`src/rtl/tfp_pkg.sv`:
```
package tfp_pkg;

  localparam int unsigned WORD_W = 32;
  localparam int unsigned PKT_W  = 16;
  localparam int unsigned STAT_W = 3;

  typedef enum logic [1:0] {
    MODE_N4  = 2'b00,
    MODE_N8  = 2'b01,
    MODE_N16 = 2'b10,
    MODE_BAD = 2'b11
  } port_mode_e;

  // packet bits carried per slot
  function automatic int unsigned pkt_bits(input logic [1:0] m);
    case (m)
      MODE_N4: return 4;
      MODE_N8: return 8;
      default: return 16;
    endcase
  endfunction

  // status + packet + sync
  function automatic int unsigned slot_bits(input logic [1:0] m);
    return pkt_bits(m) + STAT_W + 1;
  endfunction

  function automatic logic [1:0] slots_per_word(input logic [1:0] m);
    case (m)
      MODE_N4: return 2'd3;
      MODE_N8: return 2'd2;
      default: return 2'd1;
    endcase
  endfunction

  function automatic logic [WORD_W-1:0] encode_slot(
    input logic [1:0]        m,
    input logic [STAT_W-1:0] st,
    input logic [PKT_W-1:0]  pk,
    input logic              sy,
    input logic              tr,
    input logic [STAT_W-1:0] trig_code
  );
    logic [PKT_W:0]      msk;
    logic [PKT_W-1:0]    p;
    logic [WORD_W-1:0]   r;
    int unsigned         pb;
    pb  = pkt_bits(m);
    msk = (17'd1 << pb) - 17'd1;
    p   = pk & msk[PKT_W-1:0];
    if (tr) p[STAT_W-1:0] = st;
    r = '0;
    r[STAT_W-1:0] = tr ? trig_code : st;
    r = r | (WORD_W'(p) << STAT_W) | (WORD_W'(sy) << (STAT_W + pb));
    return r;
  endfunction

endpackage

```
`src/rtl/tfp_mode_guard.sv`:
```
module tfp_mode_guard
  import tfp_pkg::*;
(
  input  logic       clk,
  input  logic       rst_n,
  input  logic [1:0] mode,
  input  logic       demux,
  output logic       reject,
  output logic       mode_chg
);
  logic [1:0] mode_q;

  always_ff @(posedge clk) begin
    if (!rst_n) mode_q <= MODE_N4;
    else        mode_q <= mode;
  end

  assign reject   = (mode == MODE_BAD) || (demux && (mode != MODE_N8));
  assign mode_chg = (mode != mode_q);
endmodule

```
`src/rtl/tfp_slot_encoder.sv`:
```
module tfp_slot_encoder
  import tfp_pkg::*;
#(
  parameter logic [STAT_W-1:0] TRIG_CODE = 3'b110
) (
  input  logic [1:0]        mode,
  input  logic [STAT_W-1:0] status,
  input  logic [PKT_W-1:0]  packet,
  input  logic              sync,
  input  logic              trigger,
  output logic [WORD_W-1:0] slot
);
  assign slot = encode_slot(mode, status, packet, sync, trigger, TRIG_CODE);
endmodule

```
`src/rtl/tfp_word_builder.sv`:
```
module tfp_word_builder
  import tfp_pkg::*;
(
  input  logic              clk,
  input  logic              rst_n,
  input  logic [1:0]        mode,
  input  logic              mode_chg,
  input  logic              take,
  input  logic              flush_ok,
  input  logic [WORD_W-1:0] slot,
  output logic              out_valid,
  output logic [WORD_W-1:0] out_word,
  output logic [1:0]        slot_idx,
  output logic              emit
);
  logic [WORD_W-1:0] acc_q;
  logic [1:0]        idx_q;
  logic [1:0]        base_idx;
  logic [WORD_W-1:0] base_acc;
  logic [WORD_W-1:0] placed;
  logic              last_slot;
  logic              any_filled;

  always_comb begin
    base_idx   = mode_chg ? 2'd0 : idx_q;
    base_acc   = mode_chg ? '0 : acc_q;
    placed     = base_acc |
                 (take ? (slot << (32'(base_idx) * slot_bits(mode))) : '0);
    last_slot  = take && (base_idx == slots_per_word(mode) - 2'd1);
    any_filled = take || (base_idx != 2'd0);
    emit       = last_slot || (flush_ok && any_filled);
  end

  always_ff @(posedge clk) begin
    if (!rst_n) begin
      acc_q     <= '0;
      idx_q     <= 2'd0;
      out_valid <= 1'b0;
      out_word  <= '0;
    end else begin
      out_valid <= emit;
      if (emit) begin
        out_word <= placed;
        acc_q    <= '0;
        idx_q    <= 2'd0;
      end else if (take) begin
        acc_q    <= placed;
        idx_q    <= base_idx + 2'd1;
      end else if (mode_chg) begin
        acc_q    <= '0;
        idx_q    <= 2'd0;
      end
    end
  end

  assign slot_idx = idx_q;
endmodule

```
`src/rtl/trace_word_packer.sv`:
```
module trace_word_packer
  import tfp_pkg::*;
#(
  parameter logic [2:0] TRIG_CODE = 3'b110
) (
  input  logic        clk,
  input  logic        rst_n,
  input  logic [1:0]  mode,
  input  logic        demux,
  input  logic        in_valid,
  input  logic [2:0]  in_status,
  input  logic [15:0] in_packet,
  input  logic        in_sync,
  input  logic        in_trigger,
  input  logic        flush,
  output logic        cfg_reject,
  output logic        word_valid,
  output logic [31:0] word_out
);
  logic              mode_chg;
  logic              take;
  logic              flush_ok;
  logic              emit;
  logic [1:0]        slot_idx;
  logic [WORD_W-1:0] slot;

  tfp_mode_guard guard_i (
    .clk      (clk),
    .rst_n    (rst_n),
    .mode     (mode),
    .demux    (demux),
    .reject   (cfg_reject),
    .mode_chg (mode_chg)
  );

  tfp_slot_encoder #(.TRIG_CODE(TRIG_CODE)) enc_i (
    .mode    (mode),
    .status  (in_status),
    .packet  (in_packet),
    .sync    (in_sync),
    .trigger (in_trigger),
    .slot    (slot)
  );

  assign take     = in_valid && !cfg_reject;
  assign flush_ok = flush && !cfg_reject;

  tfp_word_builder build_i (
    .clk       (clk),
    .rst_n     (rst_n),
    .mode      (mode),
    .mode_chg  (mode_chg),
    .take      (take),
    .flush_ok  (flush_ok),
    .slot      (slot),
    .out_valid (word_valid),
    .out_word  (word_out),
    .slot_idx  (slot_idx),
    .emit      (emit)
  );
endmodule

```
`config.mk`:
```
export PLATFORM = sky130hd
export DESIGN_NAME = trace_word_packer
export DESIGN_NICKNAME = d
export VERILOG_FILES = /design/src/rtl/tfp_pkg.sv /design/src/rtl/tfp_mode_guard.sv /design/src/rtl/tfp_slot_encoder.sv /design/src/rtl/tfp_word_builder.sv /design/src/rtl/trace_word_packer.sv
export SDC_FILE = /design/constraint.sdc
export NUM_CORES = 1
export LEC_CHECK = 0
export ABC_AREA = 0
export ABC_CLOCK_PERIOD_IN_PS = 4150
export CAP_MARGIN = 20
export CORE_UTILIZATION = 34
export CTS_BUF_LIST = sky130_fd_sc_hd__clkbuf_8
export DETAILED_ROUTE_END_ITERATION = 10
export GPL_TIMING_DRIVEN = 1
export SYNTH_ARGS = -nofsm -noshare
export SYNTH_HDL_FRONTEND = slang
export SYNTH_SLANG_ARGS = --single-unit
```
`constraint.sdc`:
```
create_clock -name clk -period 4.15 [get_ports clk]
set_input_delay 0.415 -clock clk [delete_from_list [all_inputs] [get_ports clk]]
set_output_delay 0.415 -clock clk [all_outputs]
set_load 0.1 [all_outputs]
```
# ---- Word level (Yosys, flattened, before mapping)
# Index checks and enable logic that the tools add are counted.
dict set report op_classes {
  n_addsub 5
  n_eq_ne 5
  bitwise 5
  n_shift 3
  reduce_logical 12
  mul 1
  mux 9
}
# cell n
set op_table {}
lappend op_table {{32-bit two-way mux} 3}
lappend op_table {{32-bit OR} 2}
lappend op_table {{32-bit by 1-bit adder with 32-bit output, second input constant} 1}
lappend op_table {{2-bit by 32-bit multiplier with 32-bit output} 1}
lappend op_table {{1-bit by 32-bit << shifter with 16-bit output, first input constant} 1}
lappend op_table {{1-bit by 32-bit << shifter with 32-bit output} 1}
lappend op_table {{32-bit by 32-bit << shifter with 32-bit output} 1}
lappend op_table {{3-bit by 19-bit OR with 19-bit output} 1}
lappend op_table {{16-bit AND} 1}
lappend op_table {{16-bit by 1-bit subtractor with 16-bit output, second input constant} 1}
lappend op_table {{5-bit one-hot mux with 2 select lines} 1}
lappend op_table {{5-bit by 2-bit adder with 6-bit output, second input constant} 1}
lappend op_table {{3-bit two-way mux} 2}
lappend op_table {{1-bit logical AND} 5}
lappend op_table {{2-bit two-way mux} 2}
lappend op_table {{2-bit one-hot mux with 2 select lines} 1}
lappend op_table {{1-bit logical OR} 3}
lappend op_table {{2-bit by 1-bit adder with 2-bit output, second input constant} 1}
lappend op_table {{2-bit by 1-bit equality test with 1-bit output, second input constant} 1}
lappend op_table {{2-bit equality test} 1}
lappend op_table {{2-bit equality test, second input constant} 1}
lappend op_table {{2-bit zero test} 1}
lappend op_table {{2-bit by 1-bit inequality test with 1-bit output, second input constant} 1}
lappend op_table {{2-bit inequality test} 1}
lappend op_table {{5 further kinds} 5}
dict set report word_totals {
  in_bits 28
  elab_cells 45
  output_inout_bits 34
  register_bits 69
}

# ---- Depth between registers and ports, before layout
# Gate-level depths: netlist (run 1).
dict set report depth {
  ltp_word 12
  ltp_mapped 15
  ltp_nobuf 12
}

# ---- Hierarchy
# Synthesis (run 1) repeated with hierarchy kept, for this count alone.
dict set report hier_totals {
  hier_cells 447
  area_unflattened_um2 3774.9
}
# mod seq_area_each_um2 instances cells_each area_each_um2
set modules_own_cells {}
lappend modules_own_cells {tfp_word_builder 1341.3 1 394 3377.0}
lappend modules_own_cells {tfp_slot_encoder 0.0 1 43 295.3}
lappend modules_own_cells {tfp_mode_guard 40.0 1 8 90.1}
lappend modules_own_cells {trace_word_packer 0.0 1 2 12.5}

# ---- Least setup slack after synthesis (run 1)
# No wires, ideal clock.
dict set report synth_path {
  path_type {input-to-reg}
  from {in mode[0]}
  to {reg build_i.out_word[16]}
  arrival_time_ps 3638
  cell_stages 15
  setup_ps 71
  t_required_ps 4079
  setup_slack_ps 441
  n_path_buf 3
  cell_sequence {buf_2 xnor2_1 and2_1 clkbuf_1 buf_1 nand2_1 nor2_1 ha_1 fa_1 clkinv_1 nor4_1 nand3_1 o2bb2ai_1 a221oi_2 a21oi_1}
}
dict set report synth_via {
  elab_chain_len 11
  word_cells_on_any_way 34
  classes_between {add/sub (4); mul (1); eq/ne (5); shift (3); mux (6); bitwise (4); reduce/logical (11)}
}
# item line
set synth_rtl {}
lappend synth_rtl {{from (decl)} trace_word_packer.sv:8} ;# input logic [1:0] mode,
lappend synth_rtl {{parallel branches: the longest is 11 deep, another holds 32-bit by 1-bit adder with 32-bit output} --}
lappend synth_rtl {{to (signal assigned)} tfp_word_builder.sv:43} ;# out_word <= placed;
lappend synth_rtl {{to (decl)} tfp_word_builder.sv:12} ;# output logic [WORD_W-1:0] out_word,
# Parallel ways; which one is timed is not known.
# A chain may end at the register's enable or synchronous reset.

# ---- Final worst setup path (run 1)
dict set report layout_path {
  from {in mode[1]}
  to {reg build_i.out_word[17]}
}
# Same word-level chain as after synthesis.

==> impl_metrics.csv, run 1 <==
group,metric,value,unit
synth,synth_ff_type,"dfxtp_1",
placement,place.gp.congestion,0.926,
clock_tree,post_cts_resized,0,
sta,slew_violations,0,
worst_setup_path,cp-end-kind,"flop",
power_and_ir_drop,p_per_area,376,mW/mm^2
routing,drtAntennaViolNets,0,
final_layout,area_delta_synth_final,29.1,%
routing,via_per_inst,5.44,
worst_setup_path,cp_max_fo,6,
synth,synth_warnings,0,
floorplanning,initial_core_util,0.354,
synth,synth_compound_area_frac,0.257,
routing,num_vias,3319,
synth,synth_edf_count,0,
floorplanning,core,0.00986,sq mm
worst_setup_path,cp.required,4420,ps
clock_tree,post_cts_buffers,0,
sta,finalSetupViolations,0,
global_route,grt_use_total,0.212,
sta,relSlewSlack,0.312,
clock_tree,tritoncts,"done",
global_route,antenna_found_initial,0,
worst_setup_path,slowest_stage,"fa_1",
power_and_ir_drop,leakagePower,0.00176,uW
clock_tree,clkTransAtPathRegs,70,ps
clock_tree,holdBufCountCts,0,
worst_setup_path,arrival,3980,ps
worst_setup_path,critPathTopFamily,"adder cells",
floorplanning,rows,36,
final_layout,final_core_util,0.457,
worst_setup_path,path_cells,"clkdlybuf4s50_1 -> nand2b_1 -> ha_1 -> and3_1 -> ha_1 -> fa_1 -> clkinv_1 -> nor4_1 -> nand3_1 -> o2bb2ai_1 -> a221oi_2 -> a21oi_1",
routing,wirelength,10500,microns
sta,rsz0062_at_grt,"false",
power_and_ir_drop,p_switching,602,uW
power_and_ir_drop,p_seq_frac,0.419,
clock_tree,clock_sinks,69,
synth,synthesis.nets,438,
synth,mappedNetlistArea,0.00349,sq mm
clock_tree,cts_max_level,3,
synth,synthMuxAreaShare,0.0753,
worst_setup_path,slowest_delay,630,ps
power_and_ir_drop,irDropWorstVdd,0.221,mV
synth,ys_ff_latch,69,
sta,clock_skew,7.68,ps
synth,synth_top_family_by_area,"compound AO/OA/AOI/OAI gates",
synth,synthSimpleGateAreaFrac,0.184,
floorplanning,ios,62,
sta,fmax,270,MHz
synth,yosys.area_share.adder,0.0237,
clock_tree,clkLatencyLatePin,340,ps
floorplanning,dieArea,0.0107,sq mm
placement,dpl.hpwl,7820,microns
final_layout,drive_gt1_frac,0.109,
synth,async_reset_ff_frac,0,
synth,syn_area_per_cell,8.63,sq um
worst_setup_path,startpoint_type,"primary input",
sta,worstMarginPinSlew,1030,ps
clock_tree,cts_buffer_depth,2,
routing,first_pass_iters,5,
sta,min_period_over_period,0.894,
worst_setup_path,crit_type,"primary input to flop",
synth,ys_seq_area_frac,0.396,
global_route,grt_pass1_wl,17000,microns
worst_setup_path,critPathBufInv,2,
floorplanning,fp.dieW,103,microns
flow_run,max_cap_violations,0,
status,status,"finished, final reports clean",
global_route,grt_max_degree,46,
worst_hold_path,min_path_type,"flop to flop",
worst_setup_path,path_common_cell,"ha_1",
clock_tree,ctsRootBufferMaster,"clkbuf_8",
sta,finalHoldViolCount,0,
power_and_ir_drop,combPwrFrac,0.272,
synth,ys_types,63,
synth,netlist_instances,404,
sta,tns,0,ps
synth,synthXorXnorAreaFrac,0.0147,
final_layout,antennaDiodeCount,0,
power_and_ir_drop,clkPwrFrac,0.310,
global_route,first_global_vias,3370,
final_layout,fin_nets,506,
power_and_ir_drop,internal_power,1090,uW
power_and_ir_drop,sw_frac_of_total,0.355,
routing,wire_per_inst,17.3,microns
global_route,overflow,0,
routing,drcViolationCount,0,
sta,fin_crit,3710,ps
floorplanning,die_h,103,microns
placement,io_buffer_count,61,
clock_tree,cts_made_buffers,9,
routing,drt_iter0_drc,211,
[worst paths after layout]
check                                                  start                           endpoint  slack [ps]  depth (start not counted)
worst min-delay path            build_i.acc_q[21]$_SDFF_PP0_       build_i.acc_q[21]$_SDFF_PP0_         470                          2
worst min register to register  build_i.acc_q[21]$_SDFF_PP0_       build_i.acc_q[21]$_SDFF_PP0_         470                          2
worst max-delay path                                 mode[1]  build_i.out_word[17]$_SDFFE_PN0P_         440                         12
worst max register to register  guard_i.mode_q[0]$_SDFF_PN0_  build_i.out_word[17]$_SDFFE_PN0P_         720                         12
[synthesized netlist by cell type (all sizes together) (5+ instances only)]
cell type,n,area share
nor2b,11,0.020
mux2,8,0.026
nor3,8,0.011
clkbuf,16,0.017
a21oi,30,0.043
o21ai,27,0.039
dfxtp,69,0.40
nor2,52,0.056
mux2i,16,0.049
ha,5,0.018
a31oi,6,0.011
nor4,6,0.013
buf,8,0.013
inv,15,0.016
nand2,20,0.022
and3,7,0.013
nand3,7,0.010
a22oi,8,0.017
a211oi,8,0.017
a221oi,5,0.016
[worst min-delay path, stage by stage, from the launching register on]
cell	delay, ps
dfxtp_1	300
nand2_1	60
a21oi_1	60
[power groups by stage]
stage / registers, uW / logic, uW / clock network, uW
2_1_floorplan: 895 / 148 / 0
4_1_cts: 710 / 461 / 534
3_3_place_gp: 724 / 459 / 0
6_report: 709 / 461 / 525
5_1_grt: 713 / 484 / 566
3_5_place_dp: 724 / 459 / 0
[layout by cell type (no fill, tap or decap), types with 9 or more instances in the layout]
master and instances:
nor2_1 52, nor2b_1 11, clkdlybuf4s50_1 60, buf_4 20
mux2i_1 15, a21oi_1 30, dfxtp_1 69, clkbuf_8 9
nand2_1 20, o21ai_0 25, inv_1 18
[routing by layer]
metal | part of all wire | track usage | wire length, microns
met3 | 0.062 | 0.0484 | 657
met1 | 0.46 | 0.269 | 4870
met4 | 0.020 | 0.0769 | 213
met2 | 0.45 | 0.351 | 4790
met5 | 0 | 0 | 0
[cell type report]
class                      count  area (sq um)
clock inverter                 7          60.1
inverter                      17          63.8
sequential                    69          1380
multi-input combinational    294          1940
fill                         962          5360
tap                          133           166
clock buffer                   9           124
timing repair buffer          81           771
[kinds of logic (layout without fill, tap and decap cells)]
family,after synthesis,after routing
flip-flops,69,69
other,1,1
AO/OA/AOI/OAI,128,128
AND/OR/NAND/NOR,130,130
adder cells (fa/ha/maj),6,6
multiplexers,24,24
XOR/XNOR,5,5
buffers and inverters,41,114
[state kept, by name (all words and copies together) (netlist names)]
register / flops
build_i.out_word: 32
guard_i.mode_q: 2
build_i.slot_idx: 2
build_i.acc_q: 32
build_i.out_valid: 1
[stage by stage]
stage,setup slack (ps),instances,instance area [sq um],hold WS [ps],power [uW]
3_5_place_dp,159,594,4320,461,1180
4_1_cts,488,610,4500,472,1700
6_report,440,610,4500,469,1690
3_3_place_gp,246,594,4320,453,1180
2_1_floorplan,441,404,3490,444,1040
5_1_grt,263,610,4500,503,1760
No activity file was read; power rests on OpenSTA's default activity.
==> run 2, diff against run 1 <==
--- a/config.mk
+++ b/config.mk
@@ -8,10 +8,11 @@
 export ABC_AREA = 0
 export ABC_CLOCK_PERIOD_IN_PS = 4150
 export CAP_MARGIN = 20
-export CORE_UTILIZATION = 34
+export CORE_UTILIZATION = 55
 export CTS_BUF_LIST = sky130_fd_sc_hd__clkbuf_8
 export DETAILED_ROUTE_END_ITERATION = 10
 export GPL_TIMING_DRIVEN = 1
+export PLACE_DENSITY = 0.83
 export SYNTH_ARGS = -nofsm -noshare
 export SYNTH_HDL_FRONTEND = slang
 export SYNTH_SLANG_ARGS = --single-unit
==> impl_metrics.csv, run 2 (synthesis gave the netlist of run 1 again) <==
group,metric,value,unit
global_route,antenna_found_initial,0,
floorplanning,initial_core_util,0.579,
sta,rsz0062_at_grt,"false",
global_route,grt_use_total,0.326,
final_layout,area_delta_synth_final,28.8,%
worst_setup_path,crit_type,"primary input to flop",
routing,highest_layer,"met4",
routing,wl_met2,4820,microns
power_and_ir_drop,p_per_area,396,mW/mm^2
worst_setup_path,reg2reg_from,"guard_i.mode_q[0]$_SDFF_PN0_",
power_and_ir_drop,leakagePower,0.00178,uW
sta,clock_skew,8.14,ps
floorplanning,dieArea,0.00667,sq mm
global_route,overflow,0,
placement,post_dp_cell_area,0.00427,sq mm
final_layout,drive_gt1_frac,0.119,
flow_run,max_cap_violations,0,
worst_setup_path,critPathTopFamily,"simple AND/OR/NAND/NOR gates",
clock_tree,cts_made_buffers,9,
final_layout,fin_nets,509,
clock_tree,clock_sinks,69,
worst_setup_path,cp-end-kind,"flop",
clock_tree,ctsRootBufferMaster,"clkbuf_8",
sta,fin_crit,3710,ps
routing,wire_per_inst,18.8,microns
global_route,first_global_vias,3241,
global_route,grt_pass1_wl,16000,microns
clock_tree,post_cts_buffers,0,
power_and_ir_drop,irDropWorstVdd,0.399,mV
sta,min_period_over_period,0.893,
routing,drtAntennaViolNets,0,
worst_hold_path,min_path_type,"flop to flop",
sta,tns,0,ps
sta,setup_ws,444,ps
clock_tree,tritoncts,"done",
worst_hold_path,hp-start,"build_i.acc_q[21]$_SDFF_PP0_",
final_layout,finalInstanceArea,0.00449,sq mm
clock_tree,clkTransAtPathRegs,70,ps
clock_tree,cts_buffer_depth,2,
sta,fmax,270,MHz
routing,route.met3.wl,712,microns
routing,drcViolationCount,0,
floorplanning,die_h,81.6,microns
clock_tree,post_cts_resized,0,
power_and_ir_drop,report.power.total,1780,uW
status,status,"finished, final reports clean",
sta,finalHoldViolCount,0,
clock_tree,cts_max_level,3,
placement,dpl.hpwl,7760,microns
final_layout,antennaDiodeCount,0,
routing,num_vias,3449,
floorplanning,fp.dieW,81.6,microns
placement,io_buffer_count,61,
worst_setup_path,rrSetupSlack,770,ps
final_layout,layout_common_cells,"69 x dfxtp_1, 60 x clkdlybuf4s50_1, 52 x nor2_1, 30 x a21oi_1, 25 x o21ai_0",
placement,pre_cts_slack,236,ps
worst_setup_path,cp.required,4410,ps
worst_setup_path,arrival,3970,ps
clock_tree,holdBufCountCts,0,
routing,via_per_inst,6.21,
floorplanning,ios,62,
floorplanning,rows,28,
worst_setup_path,path_common_cell,"ha_1",
worst_setup_path,path_cells,"clkdlybuf4s50_1 -> nand2b_1 -> ha_1 -> and3_1 -> ha_1 -> fa_1 -> clkinv_1 -> nor4_1 -> nand3_1 -> o2bb2ai_1 -> a221oi_2 -> a21oi_1",
placement,place.gp.congestion,0.959,
sta,hold_ws,473,ps
global_route,grt_max_degree,62,
sta,finalSetupViolations,0,
final_layout,fillCellCount,471,
routing,wirelength,10400,microns
sta,relSlewSlack,0.323,
sta,worstMarginPinSlew,1010,ps
routing,wirelength_met1,4530,microns
worst_setup_path,cp_max_fo,7,
worst_setup_path,critPathBufInv,2,
routing,first_pass_iters,6,
worst_setup_path,worstSetupStartpoint,"mode[0]",
worst_setup_path,startpoint_type,"primary input",
sta,slew_violations,0,
worst_setup_path,slowest_delay,610,ps
final_layout,reg_top3,"build_i.acc_q (32), build_i.out_word (32)",
routing,drt_iter0_drc,322,
floorplanning,core,0.00603,sq mm
clock_tree,clkLatencyLatePin,350,ps
final_layout,final_common_cell,"dfxtp_1",
worst_setup_path,slowest_stage,"clkdlybuf4s50_1",
[run 2: where the power goes]
group / switching [uW] / internal [uW] / leakage [uW]
clock network: 266 / 341 / 0.000112
registers: 17.5 / 692 / 0.000562
logic: 332 / 131 / 0.00111
total: 615 / 1160 / 0.00178
[run 2: final timing paths]
check,to,cells past startpoint
worst min register to register,build_i.acc_q[21]$_SDFF_PP0_,2
worst max register to register,build_i.out_word[16]$_SDFFE_PN0P_,12
worst min-delay path,build_i.acc_q[21]$_SDFF_PP0_,2
worst max-delay path,build_i.out_word[16]$_SDFFE_PN0P_,12
[run 2: area by class of cell]
cell class                 instances  area (sq um)  share of cell area
clock inverter                     7          97.6              0.0217
timing repair buffer              84           793               0.177
clock buffer                       9           124              0.0276
multi-input combinational        294          1940               0.431
tap                               75          93.8              0.0209
inverter                          17          63.8              0.0142
sequential                        69          1380               0.308
[run 2: stage by stage]
stage / util / std cells
2_1_floorplan: - / 404
5_1_grt: 0.745 / 555
4_1_cts: 0.745 / 555
3_3_place_gp: 0.709 / 539
3_5_place_dp: 0.709 / 539
6_report: 0.745 / 555
[run 2: routing by layer]
layer,global-route usage,vias to the layer above
met1,0.405,1617
met4,0.126,0
met2,0.545,155
met5,0,-
met3,0.0756,45
li1,-,1632
[run 2: tightest hold or removal path, delay by kind of cell (launching register included)]
kind / cells / cell delay, ps
AO/OA/AOI/OAI: 1 / 60
flip-flops: 1 / 300
AND/OR/NAND/NOR: 1 / 60
==> run 3, diff against run 2 <==
--- a/config.mk
+++ b/config.mk
@@ -5,14 +5,16 @@
 export SDC_FILE = /design/constraint.sdc
 export NUM_CORES = 1
 export LEC_CHECK = 0
-export ABC_AREA = 0
+export ABC_AREA = 1
 export ABC_CLOCK_PERIOD_IN_PS = 4150
 export CAP_MARGIN = 20
-export CORE_UTILIZATION = 55
+export CORE_UTILIZATION = 56
 export CTS_BUF_LIST = sky130_fd_sc_hd__clkbuf_8
 export DETAILED_ROUTE_END_ITERATION = 10
 export GPL_TIMING_DRIVEN = 1
-export PLACE_DENSITY = 0.83
+export PLACE_DENSITY = 0.82
+export SLEW_MARGIN = 25
 export SYNTH_ARGS = -nofsm -noshare
 export SYNTH_HDL_FRONTEND = slang
+export SYNTH_HIERARCHICAL = 1
 export SYNTH_SLANG_ARGS = --single-unit
==> impl_metrics.csv, run 3 <==
group,metric,value,unit
routing,drt_iter0_drc,254,
sta,fin_crit,3570,ps
sta,finalHoldViolCount,0,
sta,finalSetupViolations,0,
synth,mappedNetlistArea,0.00403,sq mm
worst_setup_path,critPathTopFamily,"buffers and inverters",
floorplanning,core,0.00687,sq mm
worst_hold_path,min_path_type,"flop to flop",
global_route,antenna_found_initial,0,
floorplanning,ios,62,
sta,fmax,280,MHz
floorplanning,die_h,86.8,microns
sta,rsz0062_at_grt,"false",
final_layout,antennaDiodeCount,0,
worst_hold_path,hp-start,"build_i/out_word[27]$_SDFFE_PN0P_",
worst_setup_path,rrSetupSlack,1040,ps
floorplanning,rows,30,
synth,ys_top_cells_by_count,"236 x nand2_1, 72 x nand3_1, 69 x dfxtp_1",
final_layout,fin_nets,724,
synth,ys_types,30,
power_and_ir_drop,p_switching,483,uW
floorplanning,dieArea,0.00753,sq mm
worst_setup_path,cp.required,4440,ps
sta,min_period_over_period,0.860,
placement,place.gp.congestion,0.936,
power_and_ir_drop,leakagePower,0.00231,uW
clock_tree,cts_made_buffers,9,
routing,first_pass_iters,5,
worst_setup_path,worst_r2r_endpoint,"build_i/out_word[8]$_SDFFE_PN0P_",
clock_tree,clock_sinks,69,
synth,syn_area_per_cell,6.28,sq um
status,status,"finished, final reports clean",
clock_tree,ctsRootBufferMaster,"clkbuf_8",
worst_setup_path,cp_max_fo,16,
routing,num_vias,4106,
global_route,grt_max_degree,45,
worst_setup_path,path_cells,"clkdlybuf4s50_1 -> nand2_1 -> nand2_1 -> nand2_1 -> inv_2 -> nand2_4 -> inv_2 -> nand2_1 -> inv_2 -> ha_1 -> inv_1 -> fa_1 -> nand2_1 -> nand2_1 -> nor2_1 -> inv_2 -> nor2_2 -> inv_1 -> a21oi_1 -> a21oi_1 -> o21ai_1",
worst_setup_path,arrival,3860,ps
routing,via_per_inst,5.20,
final_layout,reg_top3,"build_i/acc_q (32), build_i/out_word (32)",
worst_setup_path,critPathBufInv,7,
worst_setup_path,path_common_cell,"nand2_1",
worst_setup_path,slowest_stage,"clkdlybuf4s50_1",
power_and_ir_drop,internal_power,1110,uW
worst_setup_path,slowest_delay,720,ps
clock_tree,clkLatencyLatePin,350,ps
routing,wire_per_inst,13.4,microns
global_route,first_global_vias,3846,
sta,slew_violations,0,
final_layout,area_delta_synth_final,20.3,%
clock_tree,cts_max_level,3,
sta,tns,0,ps
worst_hold_path,holdPathStages,2,
final_layout,drive_gt1_frac,0.0821,
routing,drtAntennaViolNets,0,
worst_setup_path,reg2reg_from,"guard_i/mode_q[1]$_SDFF_PN0_",
power_and_ir_drop,clkPwrFrac,0.399,
worst_setup_path,cp-end-kind,"flop",
final_layout,layout_common_cells,"236 x nand2_1, 72 x nand3_1, 69 x dfxtp_1, 60 x clkdlybuf4s50_1, 55 x inv_1",
synth,synth_warnings,6,
placement,io_buffer_count,61,
sta,worstMarginPinSlew,980,ps
final_layout,final_common_cell,"nand2_1",
sta,relSlewSlack,0.345,
power_and_ir_drop,p_seq_frac,0.427,
global_route,grt_pass1_wl,17700,microns
placement,dpl.hpwl,7830,microns
synth,synth.most_common_cell,"nand2_1",
routing,drcViolationCount,0,
clock_tree,holdBufCountCts,0,
power_and_ir_drop,sw_frac_of_total,0.303,
clock_tree,post_cts_resized,0,
synth,synth_edf_count,0,
clock_tree,post_cts_buffers,0,
power_and_ir_drop,p_per_area,329,mW/mm^2
clock_tree,tritoncts,"done",
routing,wirelength,10600,microns
synth,ys_ff_latch,69,
clock_tree,cts_buffer_depth,2,
synth,yosys-top-cells-area,"dfxtp_1 34%, nand2_1 22%, nand3_1 9.0%, inv_1 5.1%, a21oi_1 4.1%",
clock_tree,clkTransAtPathRegs,80,ps
synth,synth_top_area_cell,"dfxtp_1",
synth,async_reset_ff_frac,0,
worst_hold_path,whs_endpoint,"build_i/out_word[27]$_SDFFE_PN0P_",
worst_setup_path,rr_worst_depth,19,
synth,netlist_instances,641,
flow_run,max_cap_violations,0,
final_layout,final_core_util,0.705,
global_route,overflow,0,
worst_setup_path,startpoint_type,"primary input",
synth,ys_seq_area_frac,0.343,
floorplanning,initial_core_util,0.586,
floorplanning,fp.dieW,86.8,microns
global_route,grt_use_total,0.304,
power_and_ir_drop,irDropWorstVdd,0.288,mV
synth,synth_ff_type,"dfxtp_1",
synth,synth_top_area_frac,0.343,
worst_setup_path,crit_type,"primary input to flop",
power_and_ir_drop,combPwrFrac,0.174,
sta,clock_skew,6.93,ps
[run 3: cell types whose count changed after synthesis, moves of 9 or more]
cell | previous run | this run
nand2_1 | 20 | 236
nand3_1 | 7 | 72
inv_1 | 15 | 55
nand4_1 | 3 | 21
mux2i_1 | 15 | 0
buf_4 | 0 | 14
nor2_1 | 52 | 41
nor2b_1 | 11 | 0
o21ai_0 | 25 | 15
o21ai_1 | 2 | 11
[run 3: metal layers]
layer	vias up	GRT usage	routed length (microns)
met5	-	0	0
met4	0	0.126	304
met3	24	0.0533	562
met2	114	0.523	5110
met1	1857	0.375	4580
li1	2111	-	-
[run 3: cells by family (layout without fill, tap and decap cells)]
group	count (synthesis)	after routing	synth area share
xor gates and xnor gates	1	1	0.00218
AOI/OAI and AO/OA	65	65	0.0849
other	2	11	0.00187
DFF	69	69	0.343
adders and majority gates	7	7	0.0236
buffers and inverters	108	152	0.125
and+or+nand+nor	389	389	0.419
[run 3: layout make-up]
type / instances / area [sq um]
clock buffers: 9 / 124
flip-flops and latches: 69 / 1380
well taps: 96 / 120
clock inverters: 7 / 105
fillers: 639 / 2030
inverters: 63 / 238
repair buffers: 73 / 698
multi-input cells: 473 / 2170
[run 3: power by group through the flow]
| stage | Combinational, uW | Sequential, uW | Clock [uW] |
|---|---|---|---|
| after floorplan | 163 | 733 | 0 |
| after global placement | 271 | 695 | 0 |
| after CTS | 275 | 680 | 640 |
| final | 277 | 680 | 636 |
| after global routing | 305 | 681 | 668 |
| after detailed placement | 273 | 695 | 0 |
[run 3: tightest hold or removal path: cells and delay by family, from the launching register on]
kind / cells / cell delay [ps]
flip-flops: 1 / 310
AND/OR/NAND/NOR: 2 / 100
[run 3: worst max-delay path by stage]
stage | end | depth (start not counted) | start | slack, ps
after floorplan | build_i/out_word[0]$_SDFFE_PN0P_ | 18 | mode[1] | 1320
after global placement | build_i/out_word[9]$_SDFFE_PN0P_ | 21 | mode[0] | 470
after detailed placement | build_i/out_word[9]$_SDFFE_PN0P_ | 21 | mode[0] | 260
after CTS | build_i/out_word[9]$_SDFFE_PN0P_ | 21 | mode[0] | 610
after global routing | build_i/out_word[9]$_SDFFE_PN0P_ | 19 | mode[0] | 280
final | build_i/out_word[8]$_SDFFE_PN0P_ | 21 | mode[0] | 580
[run 3: per-stage QoR]
stage | instances | area, sq um | hold WS, ps | total power (uW) | setup slack (ps)
floorplan | 650 | 4060 | 451 | 896 | 1320
global placement | 774 | 4610 | 435 | 966 | 467
detailed placement | 774 | 4610 | 440 | 968 | 256
CTS | 790 | 4840 | 457 | 1590 | 606
global route | 790 | 4840 | 471 | 1650 | 282
finish | 790 | 4840 | 453 | 1590 | 579
